`src/rtl/uart_addr_rx_pkg.sv`:
```
package uart_addr_rx_pkg;

    typedef enum logic [2:0] {
        RX_IDLE,
        RX_START,
        RX_DATA,
        RX_FLAG,
        RX_STOP,
        RX_HOLD
    } rx_state_e;

    function automatic logic maj3(input logic a, input logic b, input logic c);
        return (a & b) | (a & c) | (b & c);
    endfunction

endpackage

```
`src/rtl/uart_addr_rx_sync.sv`:
```
module uart_addr_rx_sync #(
    parameter int STAGES = 2
) (
    input  logic clk,
    input  logic rst_n,
    input  logic d,
    output logic q
);
    logic [STAGES-1:0] sh_q;

    always_ff @(posedge clk or negedge rst_n) begin
        if (!rst_n) sh_q <= '1;
        else        sh_q <= {sh_q[STAGES-2:0], d};
    end

    assign q = sh_q[STAGES-1];
endmodule

```
`src/rtl/uart_addr_rx_vote.sv`:
```
module uart_addr_rx_vote #(
    parameter int SUB_W = 3,
    parameter int FIRST = 3
) (
    input  logic             clk,
    input  logic             rst_n,
    input  logic             en,
    input  logic [SUB_W-1:0] sub,
    input  logic             din,
    output logic             vote
);
    import uart_addr_rx_pkg::*;

    logic [1:0] smp_q;

    always_ff @(posedge clk or negedge rst_n) begin
        if (!rst_n) begin
            smp_q <= '1;
        end else if (en) begin
            if (sub == SUB_W'(FIRST))     smp_q[0] <= din;
            if (sub == SUB_W'(FIRST + 1)) smp_q[1] <= din;
        end
    end

    // third sample is the live line at the last window position
    assign vote = maj3(smp_q[0], smp_q[1], din);
endmodule

```
`src/rtl/uart_addr_rx.sv`:
```
module uart_addr_rx #(
    parameter int OSR         = 8,
    parameter int START_LOWS  = 4,
    parameter int MIN_BITS    = 5,
    parameter int MAX_BITS    = 8,
    parameter int LEN_W       = 2,
    parameter int SYNC_STAGES = 2
) (
    input  logic                clk,
    input  logic                rst_n,
    input  logic                tick_8x,
    input  logic                rxd_in,
    input  logic [LEN_W-1:0]    cfg_char_len,
    input  logic                cfg_addr_mode,
    output logic [MAX_BITS-1:0] rx_data,
    output logic                rx_addr_flag,
    output logic                rx_valid,
    output logic                rx_frame_err,
    output logic                rx_break
);
    import uart_addr_rx_pkg::*;

    localparam int SUB_W      = $clog2(OSR);
    localparam int LOW_W      = $clog2(START_LOWS + 1);
    localparam int IDX_W      = $clog2(MAX_BITS);
    localparam int VOTE_FIRST = OSR / 2 - 1;
    localparam int VOTE_AT    = OSR / 2 + 1;
    localparam logic [SUB_W-1:0] SUB_LAST = SUB_W'(OSR - 1);
    localparam logic [SUB_W-1:0] SUB_VOTE = SUB_W'(VOTE_AT);

    typedef struct packed {
        rx_state_e           st;
        logic [SUB_W-1:0]    sub;
        logic [LOW_W-1:0]    lows;
        logic [IDX_W-1:0]    idx;
        logic [IDX_W-1:0]    last;
        logic                amode;
        logic                fbit;
        logic [MAX_BITS-1:0] shreg;
        logic [MAX_BITS-1:0] data;
        logic                aflag;
        logic                valid;
        logic                ferr;
        logic                brk;
    } rx_regs_t;

    rx_regs_t r_d, r_q;
    logic     rx_s;
    logic     vote;

    uart_addr_rx_sync #(.STAGES(SYNC_STAGES)) u_sync (
        .clk   (clk),
        .rst_n (rst_n),
        .d     (rxd_in),
        .q     (rx_s)
    );

    uart_addr_rx_vote #(.SUB_W(SUB_W), .FIRST(VOTE_FIRST)) u_vote (
        .clk   (clk),
        .rst_n (rst_n),
        .en    (tick_8x),
        .sub   (r_q.sub),
        .din   (rx_s),
        .vote  (vote)
    );

    always_comb begin
        r_d       = r_q;
        r_d.valid = 1'b0;
        if (tick_8x) begin
            unique case (r_q.st)
                RX_IDLE: begin
                    if (rx_s) begin
                        r_d.lows = '0;
                    end else if (r_q.lows == LOW_W'(START_LOWS - 1)) begin
                        r_d.st    = RX_START;
                        r_d.sub   = SUB_W'(START_LOWS);
                        r_d.lows  = '0;
                        r_d.idx   = '0;
                        r_d.last  = IDX_W'(MIN_BITS - 1) + IDX_W'(cfg_char_len);
                        r_d.amode = cfg_addr_mode;
                        r_d.fbit  = 1'b0;
                        r_d.shreg = '0;
                    end else begin
                        r_d.lows = r_q.lows + LOW_W'(1);
                    end
                end
                RX_START: begin
                    r_d.sub = r_q.sub + SUB_W'(1);
                    if (r_q.sub == SUB_LAST) begin
                        r_d.sub = '0;
                        r_d.st  = RX_DATA;
                    end
                end
                RX_DATA: begin
                    r_d.sub = r_q.sub + SUB_W'(1);
                    if (r_q.sub == SUB_VOTE) r_d.shreg[r_q.idx] = vote;
                    if (r_q.sub == SUB_LAST) begin
                        r_d.sub = '0;
                        if (r_q.idx == r_q.last) r_d.st = r_q.amode ? RX_FLAG : RX_STOP;
                        else                     r_d.idx = r_q.idx + IDX_W'(1);
                    end
                end
                RX_FLAG: begin
                    r_d.sub = r_q.sub + SUB_W'(1);
                    if (r_q.sub == SUB_VOTE) r_d.fbit = vote;
                    if (r_q.sub == SUB_LAST) begin
                        r_d.sub = '0;
                        r_d.st  = RX_STOP;
                    end
                end
                RX_STOP: begin
                    r_d.sub = r_q.sub + SUB_W'(1);
                    if (r_q.sub == SUB_VOTE) begin
                        r_d.data  = r_q.shreg;
                        r_d.aflag = r_q.amode & r_q.fbit;
                        r_d.valid = 1'b1;
                        r_d.ferr  = ~vote;
                        r_d.brk   = ~vote & (r_q.shreg == '0) & ~(r_q.amode & r_q.fbit);
                        r_d.sub   = '0;
                        r_d.lows  = '0;
                        r_d.st    = vote ? RX_IDLE : RX_HOLD;
                    end
                end
                RX_HOLD: begin
                    if (rx_s) r_d.st = RX_IDLE;
                end
                default: r_d.st = RX_IDLE;
            endcase
        end
    end

    always_ff @(posedge clk or negedge rst_n) begin
        if (!rst_n) r_q <= '0;
        else        r_q <= r_d;
    end

    assign rx_data      = r_q.data;
    assign rx_addr_flag = r_q.aflag;
    assign rx_valid     = r_q.valid;
    assign rx_frame_err = r_q.ferr;
    assign rx_break     = r_q.brk;
endmodule

```
`config.mk`:
```
export PLATFORM = sky130hd
export DESIGN_NAME = uart_addr_rx
export DESIGN_NICKNAME = d
export VERILOG_FILES = /design/src/rtl/uart_addr_rx_pkg.sv /design/src/rtl/uart_addr_rx_sync.sv /design/src/rtl/uart_addr_rx_vote.sv /design/src/rtl/uart_addr_rx.sv
export SDC_FILE = /design/constraint.sdc
export NUM_CORES = 1
export LEC_CHECK = 0
export BUFFER_PORTS_ARGS = -buffer_cell sky130_fd_sc_hd__buf_2
export CAP_MARGIN = 20
export CORE_UTILIZATION = 60
export CTS_BUF_LIST = sky130_fd_sc_hd__clkbuf_8
export CTS_CLUSTER_DIAMETER = 80
export DETAILED_ROUTE_END_ITERATION = 12
export PLACE_DENSITY = 0.8
export SYNTH_ARGS = -nofsm -noshare
export SYNTH_HDL_FRONTEND = slang
export SYNTH_SLANG_ARGS = --single-unit
```
`constraint.sdc`:
```
create_clock -name clk -period 4.9 [get_ports clk]
set_input_delay 0.49 -clock clk [delete_from_list [all_inputs] [get_ports clk]]
set_output_delay 0.49 -clock clk [all_outputs]
set_load 0.03 [all_outputs]
```
Word level (Yosys, flattened, before mapping)
Cells that the tools add are included.
{"block": "classes", "n_shift": 0, "div": 0, "n_mul": 0, "eq_ne": 22, "n_mux": 30, "magnitude_cmp": 2, "n_bitwise": 11, "reduce_logical": 17, "addsub": 4}
{"op": "3-bit two-way mux", "count": 11}
{"op": "16-bit two-way mux", "count": 2}
{"op": "6-bit two-way mux", "count": 5}
{"op": "2-bit != test, second input constant", "count": 10}
{"op": "3-bit one-hot mux with 6 select lines", "count": 1}
{"op": "8-bit one-hot mux with 2 select lines", "count": 1}
{"op": "3-bit equality test, second input constant", "count": 5}
{"op": "3-bit one-hot mux with 5 select lines", "count": 1}
{"op": "3-bit by 2-bit equality test with 1-bit output, second input constant", "count": 4}
{"op": "3-bit one-hot mux with 2 select lines", "count": 2}
{"op": "5-bit AND reduction", "count": 2}
{"op": "3-bit by 1-bit adder with 3-bit output, second input constant", "count": 3}
{"op": "9-bit two-way mux", "count": 1}
{"op": "9-bit AND reduction", "count": 1}
{"op": "8-bit bitwise mux", "count": 1}
{"op": "8-bit logical NOT", "count": 1}
{"op": "8-bit two-way mux", "count": 1}
{"op": "4-bit AND reduction", "count": 2}
{"op": "1-bit AND", "count": 6}
{"op": "3-bit AND reduction", "count": 2}
{"op": "6-bit AND reduction", "count": 1}
{"op": "2-bit nonzero test", "count": 3}
{"op": "5-bit nonzero test", "count": 1}
{"op": "3-bit by 4-bit less-than comparator with 1-bit output, second input constant", "count": 1}
{"op": "13 further kinds", "count": 18}
{"block": "totals", "ram_bits": 0, "memories": 0, "input_bits": 7, "romBits": 0, "output_inout_bits": 12, "ff_bits": 41, "latch_bits": 0, "elab_cells": 102}

Depth between registers and ports, before layout
Gate-level depths: netlist of run 1.
{"block": "depth", "word_depth": 9, "mapped_depth": 7}

Cells and area by module
A second synthesis of run 1 with hierarchy kept.
{"block": "unflattened", "hier_cells": 235, "hier_area_um2": 2195.9}
{"module": "uart_addr_rx", "cells_each": 226, "seq_area_each_um2": 925.9, "n_inst": 1, "area_per_inst_um2": 2033.2}
{"module": "uart_addr_rx_vote", "cells_each": 7, "seq_area_each_um2": 52.6, "n_inst": 1, "area_per_inst_um2": 110.1}
{"module": "uart_addr_rx_sync", "cells_each": 2, "seq_area_each_um2": 52.6, "n_inst": 1, "area_per_inst_um2": 52.6}

Worst setup path before layout of run 1
Ideal clock, no wire load.
{"block": "synth_timing", "kind": "register to register", "start": "reg r_q[28] (netlist name)", "end": "reg r_q[20] (netlist name)", "arrival_ns": 1.624, "path_slack_ns": 3.152, "stages_incl_launch_ff": 7, "cell_sequence": "dfrtp_1 > ha_1 > or3b_4 > nor3_1 > a21oi_1 > nor3b_2 > mux2_2"}
{"block": "synth_between", "elab_chain_cells": 3}
{"element": "start, declared", "line_no": "uart_addr_rx.sv:47", "text": "rx_regs_t r_d, r_q;"}
{"element": "start signal, assigned", "line_no": "uart_addr_rx.sv:135", "text": "else r_q <= r_d;"}
{"element": "3-bit by 2-bit equality test with 1-bit output", "line_no": "uart_addr_rx.sv:75", "text": "end else if (r_q.lows == LOW_W'(START_LOWS - 1)) begin"}
{"element": "2-bit != test (no source line)"}
{"element": "5-bit AND reduction (no source line)"}
No other way between the ends.
A chain may end at the register's enable or synchronous reset.

Final worst setup path of run 1
{"block": "layout_timing", "start": "reg r_q[35] (netlist name)", "end": "reg r_q (netlist bit rx_data[7])"}
{"block": "layout_between", "elab_chain_cells": 2}
{"element": "3-bit equality test", "line_no": "uart_addr_rx.sv:71", "text": "unique case (r_q.st)"}
{"element": "3-bit AND reduction (no source line)"}
No other way between the ends.

==> results.json, run 1 <==
{
  "hold_buffers": 0,
  "grt_pass1_vias": 1583,
  "layout-drive-gt1-share": 0.170,
  "comb_power_share": 0.279,
  "ys_types": 49,
  "synth_edf_count": 0,
  "ys.flop_type": "dfrtp_1",
  "drv_slew": 0,
  "ir_worst_vdd_mv": 0.388,
  "setup.worst_path.class": "flip-flop to flip-flop",
  "wl_per_cell_um": 13.7,
  "cts_tree": "yes",
  "cap_violations": 0,
  "die-area_um2": 4000,
  "crit_start": "r_q[35]$_DFFE_PN0P_",
  "cts_buffers": 5,
  "clk_latency_ps": 300,
  "p_int_mw": 0.727,
  "cts_setup_buffers": 0,
  "status": "completed",
  "drt_iter0_markers": 137,
  "setup_violations": 0,
  "fillerInstances": 287,
  "ios": 19,
  "worstPathArrival_ps": 2330,
  "gr-total-overflow": 0,
  "setup_tns_ps": 0,
  "powerDensity_nw_per_um2": 454,
  "hold_slack_ps": 291,
  "vias": 1709,
  "syn2layout_area_growth_pct": 7.35,
  "clkTransAtPathRegs_ps": 70,
  "hold_viol_final": 0,
  "rsz0062_at_grt": "false",
  "grt.total_usage": 0.235,
  "ctsLongestPathBuffers": 2,
  "relSlewSlack": 0.429,
  "r2r_setup_slack_ps": 2800,
  "initial_utilization": 0.648,
  "num_rows": 21,
  "antenna_found_initial": 0,
  "h-tree-depth": 2,
  "cts_resized": 0,
  "rr_startpoint": "r_q[35]$_DFFE_PN0P_",
  "cp_max_fo": 17,
  "worst-r2r-cell-count": 5,
  "final_antenna_net_count": 0,
  "cp.required_ps": 5130,
  "worstSetupEndpointType": "flip-flop",
  "design.core.area_um2": 3470,
  "synth-seq-area-share": 0.459,
  "min_from": "rxd_in",
  "switchingPower_mw": 0.369,
  "synth_area_um2": 2250,
  "clock_skew_ps": 8.35,
  "fin_crit_sh": 0.428,
  "startpoint_type": "flip-flop",
  "min_path_type": "input pin to flip-flop",
  "min_period_ps": 2100,
  "seqPwrFrac": 0.433,
  "wl_mm": 4.01,
  "hpwlAfterDp_mm": 2.83,
  "worstReg2RegEnd": "rx_data[7]$_DFFE_PN0P_",
  "synth_nets": 256,
  "p_clk_frac": 0.289,
  "yosys_warnings": 0,
  "cts_root_buffer": "clkbuf_8",
  "worstMarginPinSlew_ps": 856,
  "ys_async_sr_fraction": 1.00,
  "first_pass_iters": 4,
  "cts_sinks": 41,
  "worstSetupEndpoint": "rx_data[7]$_DFFE_PN0P_",
  "dpl.cell_count": 285,
  "fin_cells": 293,
  "layout.nets": 261,
  "grt_pass1_wl_mm": 7.27,
  "gp_congestion": 0.844,
  "drc": 0,
  "antennaDiodeCount": 0,
  "ys_ff_latch": 41,
  "viasPerCell": 5.83,
  "syn_avg_cell_area_um2": 9.33,
  "p_leak_nw": 1.17,
  "p_sw_frac": 0.337,
  "io_buffers": 18,
  "grt_max_degree": 42,
  "die_width_um": 63.2,
  "syn_inst": 241,
  "die_y_um": 63.2,
  "timing.fmax_mhz": 477
}
==> cells in the mapped netlist, types with 6 or more instances <==
cell / instances / area share
inv_1: 7 / 0.012
nor3b_1: 6 / 0.020
dfrtp_1: 37 / 0.41
clkbuf_1: 7 / 0.012
nand2_1: 41 / 0.068
nor2_1: 12 / 0.020
nand3_1: 7 / 0.016
o21ai_0: 23 / 0.051
a21oi_1: 6 / 0.013
ha_1: 8 / 0.045
buf_4: 8 / 0.027
==> cells by family (layout without fill, tap and decap cells) <==
logic type | after synthesis | count (layout) | synth area share
AOI/OAI and AO/OA | 57 | 57 | 0.157
xor gates and xnor gates | 3 | 3 | 0.0117
adders and majority gates | 9 | 9 | 0.0490
buffers and inverters | 28 | 34 | 0.0651
DFF | 41 | 41 | 0.459
muxes | 7 | 7 | 0.0401
and+or+nand+nor | 96 | 96 | 0.218
==> worst max-delay path, cell delays in order, from the launching register on <==
cell      delay [ps]
dfrtp_1          560
nor2_1           450
nand4_1          530
clkinv_1         350
nand2_1           90
nand2_1           60
==> power groups by stage <==
stage               registers [mW]  clock network (mW)  logic, mW
floorplan                    0.436                   0      0.278
detailed placement           0.479                   0      0.303
finish                       0.474               0.316      0.305
CTS                          0.473               0.323      0.305
global route                 0.485               0.338      0.350
global placement             0.478                   0      0.297
==> stage by stage <==
stage	area, um^2	setup slack, ps	util	total power [mW]
after CTS	2410	2810	0.696	1.10
after global routing	2410	2560	0.696	1.17
final	2410	2800	0.696	1.10
after global placement	2280	2880	0.657	0.774
after floorplan	2250	3150	-	0.714
after detailed placement	2280	2840	0.657	0.782
==> worst min-delay path by stage <==
stage | endpoint | depth (start not counted)
finish | u_sync.sh_q[0]$_DFF_PN1_ | 1
global placement | u_sync.sh_q[1]$_DFF_PN1_ | 0
detailed placement | u_sync.sh_q[1]$_DFF_PN1_ | 0
floorplan | r_q[12]$_DFFE_PN0P_ | 0
global route | u_sync.sh_q[0]$_DFF_PN1_ | 1
CTS | u_sync.sh_q[0]$_DFF_PN1_ | 1
==> cell type report <==
cell class              instances  area (um^2)  share of cell area
clock buffers                   5         68.8              0.0285
clock inverters                 3         65.1              0.0270
inverters                       8         30.0              0.0124
multi-input cells             172         1070               0.444
flip-flops and latches         41         1030               0.427
well taps                      46         57.6              0.0238
repair buffers                 18         90.1              0.0373
==> cells in the final DEF (no fill, tap or decap), drive strengths merged, types with 2 or more instances in the layout <==
cell / Yosys / routed
o31ai: 6 / 6
dfrtp: 37 / 37
nor3b: 7 / 7
nor4: 3 / 3
mux2: 7 / 7
inv: 7 / 7
a31oi: 5 / 5
nor2: 13 / 13
a211oi: 2 / 2
o21ai: 25 / 25
nand4: 3 / 3
nor3: 5 / 5
clkinv: 1 / 2
xor2: 3 / 3
nand2: 41 / 41
clkbuf: 7 / 5
ha: 8 / 8
o22ai: 2 / 2
buf: 13 / 18
and3: 2 / 2
and2: 2 / 2
nand2b: 5 / 5
a21oi: 6 / 6
or3: 2 / 2
nand3: 7 / 7
bufinv: 0 / 2
a22o: 4 / 4
a21o: 2 / 2
dfstp: 4 / 4
==> routing by layer <==
layer	global-route usage	up-vias	share of wire
met3	0.0543	6	0.053
li1	-	859	-
met1	0.324	793	0.48
met5	0	-	0
met2	0.366	51	0.46
met4	0.0767	0	0.011
==> flip-flops by register name, indices dropped and copies added, names as in the netlist <==
name	cells
r_q	25
rx_addr_flag	1
rx_break	1
rx_data	8
rx_frame_err	1
rx_valid	1
u_sync.sh_q	2
u_vote.smp_q	2
Power figures use the tool's default switching activity.
==> inputs of run 2 (changes only) <==
Settings changed: CORE_UTILIZATION 60 to 56, PLACE_DENSITY 0.8 to 0.78.
Clock period 4.9 ns to 1.8 ns, I/O delays scaled along.
==> results.json, run 2 (synthesis gave the netlist of run 1 again) <==
{
  "rr_startpoint": "r_q[28]$_DFFE_PN0P_",
  "worstPathArrival_ps": 1980,
  "crit_start": "r_q[28]$_DFFE_PN0P_",
  "cts_tree": "yes",
  "viasPerCell": 5.63,
  "relSlewSlack": 0.671,
  "first_pass_iters": 4,
  "final_common_cell": "nand2_1",
  "min_period_ps": 1800,
  "h-tree-depth": 2,
  "drv_slew": 0,
  "clock_skew_ps": 4.26,
  "die_width_um": 65.4,
  "status": "completed",
  "ctsLongestPathBuffers": 2,
  "fin_crit_sh": 0.999,
  "largest_reg_flops": 25,
  "gr-total-overflow": 0,
  "worstSetupEndpointType": "flip-flop",
  "ios": 19,
  "design.core.area_um2": 3740,
  "io_buffers": 18,
  "fin_util": 0.690,
  "setup_tns_ps": 0,
  "hold_slack_ps": 117,
  "cp_slowest_stage_delay_ps": 410,
  "final_antenna_net_count": 0,
  "worstMarginPinSlew_ps": 494,
  "grt_pass1_wl_mm": 7.18,
  "clkTransAtPathRegs_ps": 80,
  "min_from": "cfg_char_len[1]",
  "vias": 1757,
  "cp.required_ps": 1980,
  "regArea_um2": 1030,
  "layout.nets": 278,
  "multi_input_area_um2": 1150,
  "layout-drive-gt1-share": 0.261,
  "num_rows": 22,
  "cts_sinks": 41,
  "p_leak_nw": 1.24,
  "grt.total_usage": 0.225,
  "r2r_setup_slack_ps": 2,
  "cp_cell_sequence": "ha_4 > or3b_4 > nor3_2 > a21oi_1 > nor3b_2 > mux2_4",
  "fillerInstances": 291,
  "ir_worst_vdd_mv": 0.779,
  "hpwlAfterDp_mm": 3.02,
  "startpoint_type": "flip-flop",
  "grt_pass1_vias": 1531,
  "gp_congestion": 0.827,
  "powerDensity_nw_per_um2": 1150,
  "critPathTopFamily": "simple AND/OR/NAND/NOR gates",
  "wl_mm": 4.36,
  "hold_viol_final": 0,
  "die_y_um": 65.4,
  "final_cell_mix": "nand2_1 (41), dfrtp_1 (36), o21ai_0 (19), buf_2 (18), buf_4 (15)",
  "regMostFlops": "r_q",
  "die-area_um2": 4270,
  "drc": 0,
  "grt_max_degree": 42,
  "setup.worst_path.class": "flip-flop to flip-flop",
  "cts_buffers": 5,
  "min_path_type": "input pin to flip-flop",
  "setup_violations": 0,
  "crit_slowest_cell": "or3b_4",
  "syn2layout_area_growth_pct": 14.8,
  "drt_iter0_markers": 132,
  "antenna_found_initial": 0,
  "rsz0062_at_grt": "true",
  "cts_root_buffer": "clkbuf_8",
  "timing.fmax_mhz": 556,
  "cp_max_fo": 4,
  "wl_per_cell_um": 14.0,
  "cap_violations": 0,
  "clk_latency_ps": 290,
  "cp_num_buf_inv": 0,
  "initial_utilization": 0.601,
  "antennaDiodeCount": 0
}
==> run 2: area by class of cell <==
type                    count  area share
inverters                   8      0.0116
well taps                  48      0.0233
multi-input cells         172       0.445
repair buffers             35      0.0863
flip-flops and latches     41       0.400
clock inverters             3     0.00679
clock buffers               5      0.0267
==> run 2: path summary, 6_finish.rpt <==
kind / endpoint / cells past startpoint
worst max-delay path: r_q[20]$_DFFE_PN0P_ / 6
worst min-delay path: r_q[23]$_DFFE_PN0P_ / 2
worst max register to register: r_q[20]$_DFFE_PN0P_ / 6
worst min register to register: u_sync.sh_q[1]$_DFF_PN1_ / 0
max in group asynchronous: r_q[31]$_DFFE_PN0P_ / 3
min in group asynchronous: r_q[33]$_DFFE_PN0P_ / 3
==> run 2: timing repair <==
action / in CTS / in global routing
endpoints found under the setup margin: 1 / 25
setup buffers: 0 / 1
gates resized for setup: 2 / 17
pin swaps: 1 / 4
endpoints found under the hold margin: 38 / 0
hold buffers: 2 / 0
gates cloned: 0 / 0
==> run 2: worst reg2reg max path, delay by kind of cell (launching register included) <==
kind	cells	cell delay, ps
AND/OR/NAND/NOR	3	740
AO/OA/AOI/OAI	1	80
adder cells (fa/ha/maj)	1	160
multiplexers	1	310
flip-flops	1	400
==> run 2: stage by stage <==
| stage | std cells | instance area [um^2] | total power [mW] | setup WS (ps) |
|---|---|---|---|---|
| after floorplan | 241 | 2250 | 1.94 | 51.8 |
| final | 312 | 2580 | 2.97 | 2.20 |
| after global placement | 301 | 2390 | 2.22 | 36.9 |
| after detailed placement | 301 | 2390 | 2.25 | -1.91 |
| after CTS | 311 | 2500 | 2.86 | 15.8 |
| after global routing | 312 | 2580 | 3.18 | -58.9 |
==> run 2: routing by layer <==
metal  global-route usage  vias to the layer above  routed length [um]
li1                     -                      885                   -
met1                0.313                      820                2090
met2                0.339                       43                2010
met3               0.0573                        9                 191
met4               0.0788                        0                  65
met5                    0                        -                   0
==> run 2: power by group <==
part           switching [mW]  leakage (nW)  internal, mW
Combinational           0.627         0.654         0.521
Clock                   0.321        0.0439         0.267
Sequential              0.152         0.542          1.08
==> inputs of run 3 (changes only) <==
Settings changed: CORE_UTILIZATION 56 to 25, CTS_BUF_LIST sky130_fd_sc_hd__clkbuf_8 to sky130_fd_sc_hd__clkbuf_4, PLACE_DENSITY 0.78 to unset.
==> results.json, run 3 (synthesis gave the netlist of run 1 again) <==
{
  "status": "completed",
  "die_y_um": 96.8,
  "final_antenna_net_count": 0,
  "design.core.area_um2": 8720,
  "h-tree-depth": 2,
  "cts_root_buffer": "clkbuf_4",
  "hpwlAfterDp_mm": 3.47,
  "drv_slew": 0,
  "fin_cells": 375,
  "layout-drive-gt1-share": 0.273,
  "io_buffers": 18,
  "crit_start": "r_q[29]$_DFFE_PN0P_",
  "antennaDiodeCount": 0,
  "fin_crit_sh": 0.994,
  "relSlewSlack": 0.682,
  "min_from": "cfg_addr_mode",
  "timing.fmax_mhz": 559,
  "worst-r2r-cell-count": 6,
  "hold_slack_ps": 55.4,
  "grt.total_usage": 0.105,
  "num_rows": 34,
  "worstPathArrival_ps": 2050,
  "worstReg2RegEnd": "r_q[20]$_DFFE_PN0P_",
  "met1_usage": 0.150,
  "largest_reg_flops": 25,
  "grt_pass1_vias": 1717,
  "clock_skew_ps": 13.3,
  "die-area_um2": 9380,
  "ctsLongestPathBuffers": 2,
  "grt_max_degree": 17,
  "first_pass_iters": 4,
  "drc": 0,
  "wl_mm": 4.65,
  "wl_per_cell_um": 12.4,
  "fillerInstances": 897,
  "multi_input_area_um2": 1170,
  "min_path_type": "input pin to flip-flop",
  "vias": 1797,
  "r2r_setup_slack_ps": 10,
  "use_met3": 0.0289,
  "rr_startpoint": "r_q[29]$_DFFE_PN0P_",
  "dpl.cell_count": 365,
  "layout.nets": 281,
  "setup.worst_path.class": "flip-flop to flip-flop",
  "setup_violations": 0,
  "regMostFlops": "r_q",
  "cts_tree": "yes",
  "hold_viol_final": 0,
  "ir_worst_vdd_mv": 0.534,
  "viasPerCell": 4.79,
  "gr-total-overflow": 0,
  "clk_latency_ps": 360,
  "regArea_um2": 1030,
  "ios": 19,
  "startpoint_type": "flip-flop",
  "cp_max_fo": 4,
  "syn2layout_area_growth_pct": 20.3,
  "cts_sinks": 41,
  "cp.required_ps": 2060,
  "grt_busiest_layer": "met2",
  "final_cell_mix": "nand2_1 (41), dfrtp_1 (36), o21ai_0 (20), buf_2 (18), buf_4 (17)",
  "powerDensity_nw_per_um2": 1120,
  "use_met2": 0.155,
  "min_delay_path_depth": 2,
  "p_leak_nw": 1.27,
  "grt_pass1_wl_mm": 8.18,
  "worstSetupEndpointType": "flip-flop",
  "clkTransAtPathRegs_ps": 130,
  "hold_end": "r_q[21]$_DFFE_PN0P_",
  "min_period_ps": 1790,
  "final_common_cell": "nand2_1",
  "rsz0062_at_grt": "true",
  "total_power_mw": 3.04,
  "gp_congestion": 0.849,
  "worstMarginPinSlew_ps": 474,
  "initial_utilization": 0.258,
  "cap_violations": 0,
  "cts_buffers": 5,
  "die_width_um": 96.8,
  "antenna_found_initial": 0,
  "drt_iter0_markers": 97
}
-- run 3: worst max-delay path: stages, from the launching register on --
cell and delay (ps):
dfrtp_1 410, ha_4 160, or3b_4 410, nor3_2 130, a21oi_1 70, nor3b_2 190
mux2_4 320
-- run 3: power by group --
| part | internal, mW | leakage, nW | switching [mW] |
|---|---|---|---|
| Combinational | 0.539 | 0.681 | 0.655 |
| Sequential | 1.08 | 0.542 | 0.154 |
| Clock | 0.295 | 0.0456 | 0.321 |
| Total | 1.91 | 1.27 | 1.13 |
-- run 3: timing repair --
item                                   4_1_cts  5_1_grt
setup endpoints to repair                   10       28
endpoints found under the hold margin       15        0
pin swaps                                    0        5
hold buffers                                 2        0
resized for setup                            5       18
buffers inserted                             0        0
-- run 3: area by class of cell --
| class | instances | share of cell area |
|---|---|---|
| multi-input combinational | 172 | 0.434 |
| sequential | 41 | 0.382 |
| timing repair buffer | 38 | 0.0921 |
| tap | 108 | 0.0500 |
| clock inverter | 3 | 0.0162 |
| clock buffer | 5 | 0.0139 |
| inverter | 8 | 0.0120 |
-- run 3: layer usage --
| layer | vias to the layer above | wire (um) |
|---|---|---|
| met5 | - | 0 |
| met4 | 0 | 44 |
| met3 | 7 | 307 |
| met2 | 47 | 1990 |
| met1 | 854 | 2310 |
| li1 | 889 | - |
-- run 3: worst max-delay path by stage --
stage	to	slack, ps	depth (start not counted)
floorplan	r_q[20]$_DFFE_PN0P_	50	6
global placement	r_q[20]$_DFFE_PN0P_	8	6
detailed placement	rx_data[2]$_DFFE_PN0P_	3	8
CTS	r_q[35]$_DFFE_PN0P_	3	7
global route	r_q[13]$_DFFE_PN0P_	-90	6
finish	r_q[20]$_DFFE_PN0P_	10	6
-- run 3: metrics by stage --
stage | TNS [ps] | cell area [um^2] | setup slack [ps] | util
finish | 0 | 2700 | 10.5 | 0.310
global route | -643 | 2700 | -88.0 | 0.310
CTS | 0 | 2620 | 3.37 | 0.300
detailed placement | 0 | 2490 | 2.61 | 0.286
global placement | 0 | 2490 | 8.36 | 0.286
floorplan | 0 | 2250 | 51.8 | -
